**src/rtl/cmpclk_pkg.sv**
```systemverilog
package cmpclk_pkg;
  typedef enum logic [2:0] {
    PH_IDLE  = 3'd0,
    PH_PRE   = 3'd1,
    PH_XFER  = 3'd2,
    PH_LATCH = 3'd3,
    PH_DONE  = 3'd4,
    PH_RST   = 3'd5
  } phase_e;

  localparam int NUM_SETS = 2;
endpackage

```
**src/rtl/cmpclk_seq.sv**
```systemverilog
module cmpclk_seq
  import cmpclk_pkg::*;
#(
  parameter int PRE_CYC  = 4,
  parameter int XFER_CYC = 1,
  parameter int LAT_CYC  = 3,
  parameter int RST_CYC  = 2,
  parameter int CW       = 2
) (
  input  logic   clk,
  input  logic   rst,
  input  logic   start,
  output phase_e ph,
  output phase_e ph_nxt,
  output logic   set_q
);
  logic [CW-1:0] cnt, cnt_nxt;
  logic          last;

  assign last = (cnt == '0);

  always_comb begin
    ph_nxt  = ph;
    cnt_nxt = cnt;
    unique case (ph)
      PH_IDLE: if (start) begin
        ph_nxt  = PH_PRE;
        cnt_nxt = CW'(PRE_CYC - 1);
      end
      PH_PRE: if (last) begin
        ph_nxt  = PH_XFER;
        cnt_nxt = CW'(XFER_CYC - 1);
      end else cnt_nxt = cnt - 1'b1;
      PH_XFER: if (last) begin
        ph_nxt  = PH_LATCH;
        cnt_nxt = CW'(LAT_CYC - 1);
      end else cnt_nxt = cnt - 1'b1;
      PH_LATCH: if (last) begin
        ph_nxt  = PH_DONE;
        cnt_nxt = '0;
      end else cnt_nxt = cnt - 1'b1;
      PH_DONE: begin
        ph_nxt  = PH_RST;
        cnt_nxt = CW'(RST_CYC - 1);
      end
      PH_RST: if (last) begin
        ph_nxt  = PH_IDLE;
        cnt_nxt = '0;
      end else cnt_nxt = cnt - 1'b1;
      default: begin
        ph_nxt  = PH_IDLE;
        cnt_nxt = '0;
      end
    endcase
  end

  always_ff @(posedge clk) begin
    if (rst) begin
      ph    <= PH_IDLE;
      cnt   <= '0;
      set_q <= 1'b0;
    end else begin
      ph  <= ph_nxt;
      cnt <= cnt_nxt;
      if (ph == PH_RST && last) set_q <= ~set_q;
    end
  end
endmodule

```
**src/rtl/cmpclk_strobes.sv**
```systemverilog
module cmpclk_strobes
  import cmpclk_pkg::*;
(
  input  logic                clk,
  input  logic                rst,
  input  phase_e              ph_nxt,
  input  logic                set_q,
  output logic [NUM_SETS-1:0] pre_en,
  output logic                xfer,
  output logic                lat_en,
  output logic                bias_off,
  output logic                lat_rst,
  output logic                done
);
  logic in_cmp;
  assign in_cmp = (ph_nxt == PH_PRE) || (ph_nxt == PH_XFER);

  genvar g;
  generate
    for (g = 0; g < NUM_SETS; g++) begin : g_set
      logic pe_q;
      always_ff @(posedge clk) begin
        if (rst) pe_q <= 1'b0;
        else     pe_q <= in_cmp && (set_q == 1'(g));
      end
      assign pre_en[g] = pe_q;
    end
  endgenerate

  always_ff @(posedge clk) begin
    if (rst) begin
      xfer     <= 1'b0;
      lat_en   <= 1'b0;
      bias_off <= 1'b0;
      lat_rst  <= 1'b0;
      done     <= 1'b0;
    end else begin
      xfer     <= (ph_nxt == PH_XFER);
      lat_en   <= (ph_nxt == PH_XFER) || (ph_nxt == PH_LATCH);
      bias_off <= (ph_nxt == PH_LATCH) || (ph_nxt == PH_DONE) || (ph_nxt == PH_RST);
      lat_rst  <= (ph_nxt == PH_RST);
      done     <= (ph_nxt == PH_DONE);
    end
  end
endmodule

```
**src/rtl/cmpclk_capture.sv**
```systemverilog
module cmpclk_capture (
  input  logic clk,
  input  logic rst,
  input  logic take,
  input  logic din,
  output logic dout
);
  always_ff @(posedge clk) begin
    if (rst)       dout <= 1'b0;
    else if (take) dout <= din;
  end
endmodule

```
**src/rtl/cmp_phase_gen.sv**
```systemverilog
module cmp_phase_gen
  import cmpclk_pkg::*;
#(
  parameter int PRE_CYC  = 4,
  parameter int XFER_CYC = 1,
  parameter int LAT_CYC  = 3,
  parameter int RST_CYC  = 2
) (
  input  logic       clk,
  input  logic       rst,
  input  logic       bit_start,
  input  logic       latch_dec,
  output logic [1:0] pre_en,
  output logic       xfer_pulse,
  output logic       latch_en,
  output logic       bias_off,
  output logic       latch_rst,
  output logic       dec_out,
  output logic       dec_valid
);
  localparam int MAX_AB = (PRE_CYC > XFER_CYC) ? PRE_CYC : XFER_CYC;
  localparam int MAX_CD = (LAT_CYC > RST_CYC) ? LAT_CYC : RST_CYC;
  localparam int MAXC   = (MAX_AB > MAX_CD) ? MAX_AB : MAX_CD;
  localparam int CW     = (MAXC < 2) ? 1 : $clog2(MAXC);

  phase_e ph, ph_nxt;
  logic   set_q;
  logic   take;

  cmpclk_seq #(
    .PRE_CYC (PRE_CYC),
    .XFER_CYC(XFER_CYC),
    .LAT_CYC (LAT_CYC),
    .RST_CYC (RST_CYC),
    .CW      (CW)
  ) u_seq (
    .clk   (clk),
    .rst   (rst),
    .start (bit_start),
    .ph    (ph),
    .ph_nxt(ph_nxt),
    .set_q (set_q)
  );

  cmpclk_strobes u_stb (
    .clk     (clk),
    .rst     (rst),
    .ph_nxt  (ph_nxt),
    .set_q   (set_q),
    .pre_en  (pre_en),
    .xfer    (xfer_pulse),
    .lat_en  (latch_en),
    .bias_off(bias_off),
    .lat_rst (latch_rst),
    .done    (dec_valid)
  );

  assign take = (ph == PH_LATCH) && (ph_nxt == PH_DONE);

  cmpclk_capture u_cap (
    .clk (clk),
    .rst (rst),
    .take(take),
    .din (latch_dec),
    .dout(dec_out)
  );
endmodule

```
**config.mk**
```make
export PLATFORM = sky130hd
export DESIGN_NAME = cmp_phase_gen
export DESIGN_NICKNAME = d
export VERILOG_FILES = /design/src/rtl/cmpclk_pkg.sv /design/src/rtl/cmpclk_seq.sv /design/src/rtl/cmpclk_strobes.sv /design/src/rtl/cmpclk_capture.sv /design/src/rtl/cmp_phase_gen.sv
export SDC_FILE = /design/constraint.sdc
export NUM_CORES = 1
export LEC_CHECK = 0
export BUFFER_PORTS_ARGS = -buffer_cell sky130_fd_sc_hd__buf_2
export CAP_MARGIN = 20
export CELL_PAD_IN_SITES_DETAIL_PLACEMENT = 0
export CELL_PAD_IN_SITES_GLOBAL_PLACEMENT = 1
export CORE_MARGIN = 3
export CORE_UTILIZATION = 38
export DETAILED_ROUTE_END_ITERATION = 12
export PLACE_DENSITY_LB_ADDON = 0.1
export SLEW_MARGIN = 20
export SYNTH_ARGS = -nofsm -noshare
export SYNTH_HDL_FRONTEND = slang
export SYNTH_SLANG_ARGS = --single-unit
```
**constraint.sdc**
```tcl
create_clock -name clk -period 1.7 [get_ports clk]
set_input_delay 0.34 -clock clk [delete_from_list [all_inputs] [get_ports clk]]
set_output_delay 0.34 -clock clk [all_outputs]
set_load 0.01 [all_outputs]
```
==> reports/results.ini <==
[synthesis]
synth_area_leaders = dfxtp_1 (45%), ha_1 (6.0%), a2111oi_2 (4.8%), a21oi_1 (4.0%), nor3_1 (3.2%)
synth_top_cell_by_area = dfxtp_1
syn_inst = 64
synth_warnings = 0
ys_ff_latch = 14
ys_seq_area_frac = 0.450
syn-num-nets = 71
ys_types = 28
syn-mean-instance-area_um2 = 9.74
syn_area_um2 = 623
synth_top_area_share = 0.450

[global_routing]
grt_pass1_wl_mm = 1.64
grt.overflow.total = 0
grt_pass1_vias = 391
grt_use_met2 = 0.154
grt-busiest-layer = met2
grt_max_degree = 14
gr-usage-all-layers = 0.111
met1_usage = 0.140
grt_use_met3 = 0.0352
antenna_found_initial = 0

[sta]
hold_viol_final = 0
slew_headroom = 0.746
slew_violations = 0
setup_viol = 0
finalCriticalPeriod_ns = 1.51
post-route-period-util = 0.889
fmax_mhz = 662
fin_skew_ns = 0.00333
tightest_slew_ns = 0.381
finalSetupTns_ns = 0
rsz0062_at_grt = no

[placement]
portBuffers = 11
gp_congestion = 0.713
hpwl_um = 713

[setup_path]
path_class = reg -> reg
cp.depth = 4
reg2reg_slack_ns = 0.19
critPathSlowestCell = or3b_4
start_kind = flop
path_delay_family = simple AND/OR/NAND/NOR gates
worstSetupEndpoint = u_stb.g_set[1].pe_q
critPathLaunch = u_seq.cnt[0]
r2r-start = u_seq.cnt[0]
crit_chain = inv_1 -> ha_1 -> or3b_4 -> a2111oi_2
crit_path_end_kind = flop
cp_num_buf_inv = 1
r2r-end = u_stb.g_set[1].pe_q
critical_path_arrival_ns = 1.69
cp_max_fo = 6
required_ns = 1.88
cpPeakStageDelay_ns = 0.41
rr_worst_depth = 4

[layout]
n_antenna_cell = 0
drive_above_1_share = 0.267
syn_to_final_growth_pct = 13.7
layout.nets = 83

[die]
start_util = 0.440
die_area_um2 = 2160
die_h_um = 46.5
io_pins = 12
die_x_um = 46.5
floorplan.rows = 13
core_area_um2 = 1420

[pwr]
total_power_uw = 933
leakage_uw = 0.000320
peakVddDrop_v = 0.000603
pwr_density_cell_nw_per_um2 = 1320

[drt]
viasPerCell = 5.13
drc = 0
routedWlPerCell_um = 11.3
dr_total_vias = 462
drt-initial-drc-count = 14
firstDrtPassIters = 4
drt_wl_total_mm = 1.02
ant_nets = 0

[clock_tree]
htreeDepth = 1
cts_tree = done
hold_buffers = 0
cts_sinks = 14
clk_latency_ns = 0.28
path_clk_slew_ns = 0.08
cts_root_buffer = clkbuf_4
cts_buffers = 3
cts_buffer_depth = 2
post-cts-setup-buffer-count = 0
cts_resized = 0

[min_path]
hold_path_class = in -> reg

[run_status]
outcome = finished, final reports clean

[job]
cap_viol_max_count = 0

==> cell usage after synthesis <==
cell and number:
o22ai_1 1, buf_6 1, buf_2 2, nor2b_1 2, a21oi_1 5, xor2_1 1
nand3b_1 1, o21a_1 1, dfxtp_1 14, nor3b_1 1, buf_4 2, a2111oi_2 2
or4_1 1, ha_1 3, nor2_1 5, xnor2_1 1, o21ai_0 2, a211oi_1 1
nand4b_1 2, nor4b_1 1, nor3_1 4, mux2i_1 1, clkbuf_1 1, or3b_4 1
nand2_1 1, o211a_1 1, o21bai_1 1, inv_1 5
==> routing by layer <==
metal,wire length (um),share of wire,vias to the layer above
li1,-,-,244
met2,426,0.42,11
met1,512,0.50,203
met4,29,0.028,0
met3,51,0.050,4
met5,0,0,-
==> worst min path at each step <==
stage                     start             endpoint  slack, ns  depth (start not counted)
finish                latch_dec           u_cap.dout       0.29                          3
global route          latch_dec           u_cap.dout       0.30                          3
CTS                   latch_dec           u_cap.dout       0.28                          3
detailed placement  u_seq.set_q  u_stb.g_set[0].pe_q       0.44                          1
global placement    u_seq.set_q  u_stb.g_set[0].pe_q       0.43                          1
floorplan                   rst  u_stb.g_set[0].pe_q       0.41                          1
==> stage by stage <==
step                hold WS, ns  worst slack (ns)  area (um^2)  utilization  cells
finish                    0.292             0.189          708        0.500     90
global route              0.302            0.0597          708        0.500     90
CTS                       0.283             0.184          708        0.500     90
detailed placement        0.435             0.207          672        0.475     86
global placement          0.434             0.245          672        0.475     86
floorplan                 0.409             0.304          623            -     64
==> area by class of cell <==
cell class,instances,area [um^2]
Clock buffer,4,36.3
Fill cell,138,707
Inverter,5,18.8
Multi-Input combinational cell,39,284
Sequential cell,14,280
Tap cell,15,18.8
Timing Repair Buffer,13,70.1
==> report_power, final <==
group / internal [uW] / switching (uW) / leakage [uW]
Sequential: 382 / 53.1 / 0.000114
Clock: 130 / 105 / 0.0000210
Combinational: 128 / 134 / 0.000185
Total: 640 / 293 / 0.000320
==> worst register-to-register path, cell delays in order, from the launching register on <==
cell and delay, ns:
dfxtp_1 0.37, inv_1 0.07, ha_1 0.25, or3b_4 0.41, a2111oi_2 0.30
==> flip-flops by register name (all words and copies together) (netlist names) <==
| register | cells |
|---|---|
| u_cap.dout | 1 |
| u_seq.cnt | 2 |
| u_seq.ph | 3 |
| u_seq.set_q | 1 |
| u_stb.bias_off | 1 |
| u_stb.done | 1 |
| u_stb.g_set.pe_q | 2 |
| u_stb.lat_en | 1 |
| u_stb.lat_rst | 1 |
| u_stb.xfer | 1 |
==> kinds of logic (layout without fill, tap and decap cells) <==
logic type      Yosys count  after routing  synth area share
buf+inv                  11             22            0.0944
compound gates           14             14             0.167
xor+xnor                  2              2            0.0281
fa+ha+maj                 3              3            0.0602
flops                    14             14             0.450
simple gates             19             19             0.185
mux                       1              1            0.0161
==> cell usage in the layout, fill, tap and decap left out, drive strengths merged <==
master,n
clkbuf,4
xor2,1
nor2b,2
o22ai,1
inv,5
mux2i,1
xnor2,1
nor4b,1
a211oi,1
a2111oi,2
or3b,1
o21a,1
o21ai,2
o211a,1
nor3b,1
nand3b,1
dfxtp,14
or4,1
a21oi,5
ha,3
nor3,4
nand2,1
o21bai,1
nand4b,2
buf,13
nor2,5
Note: power is estimated with default switching activity, not from simulation.
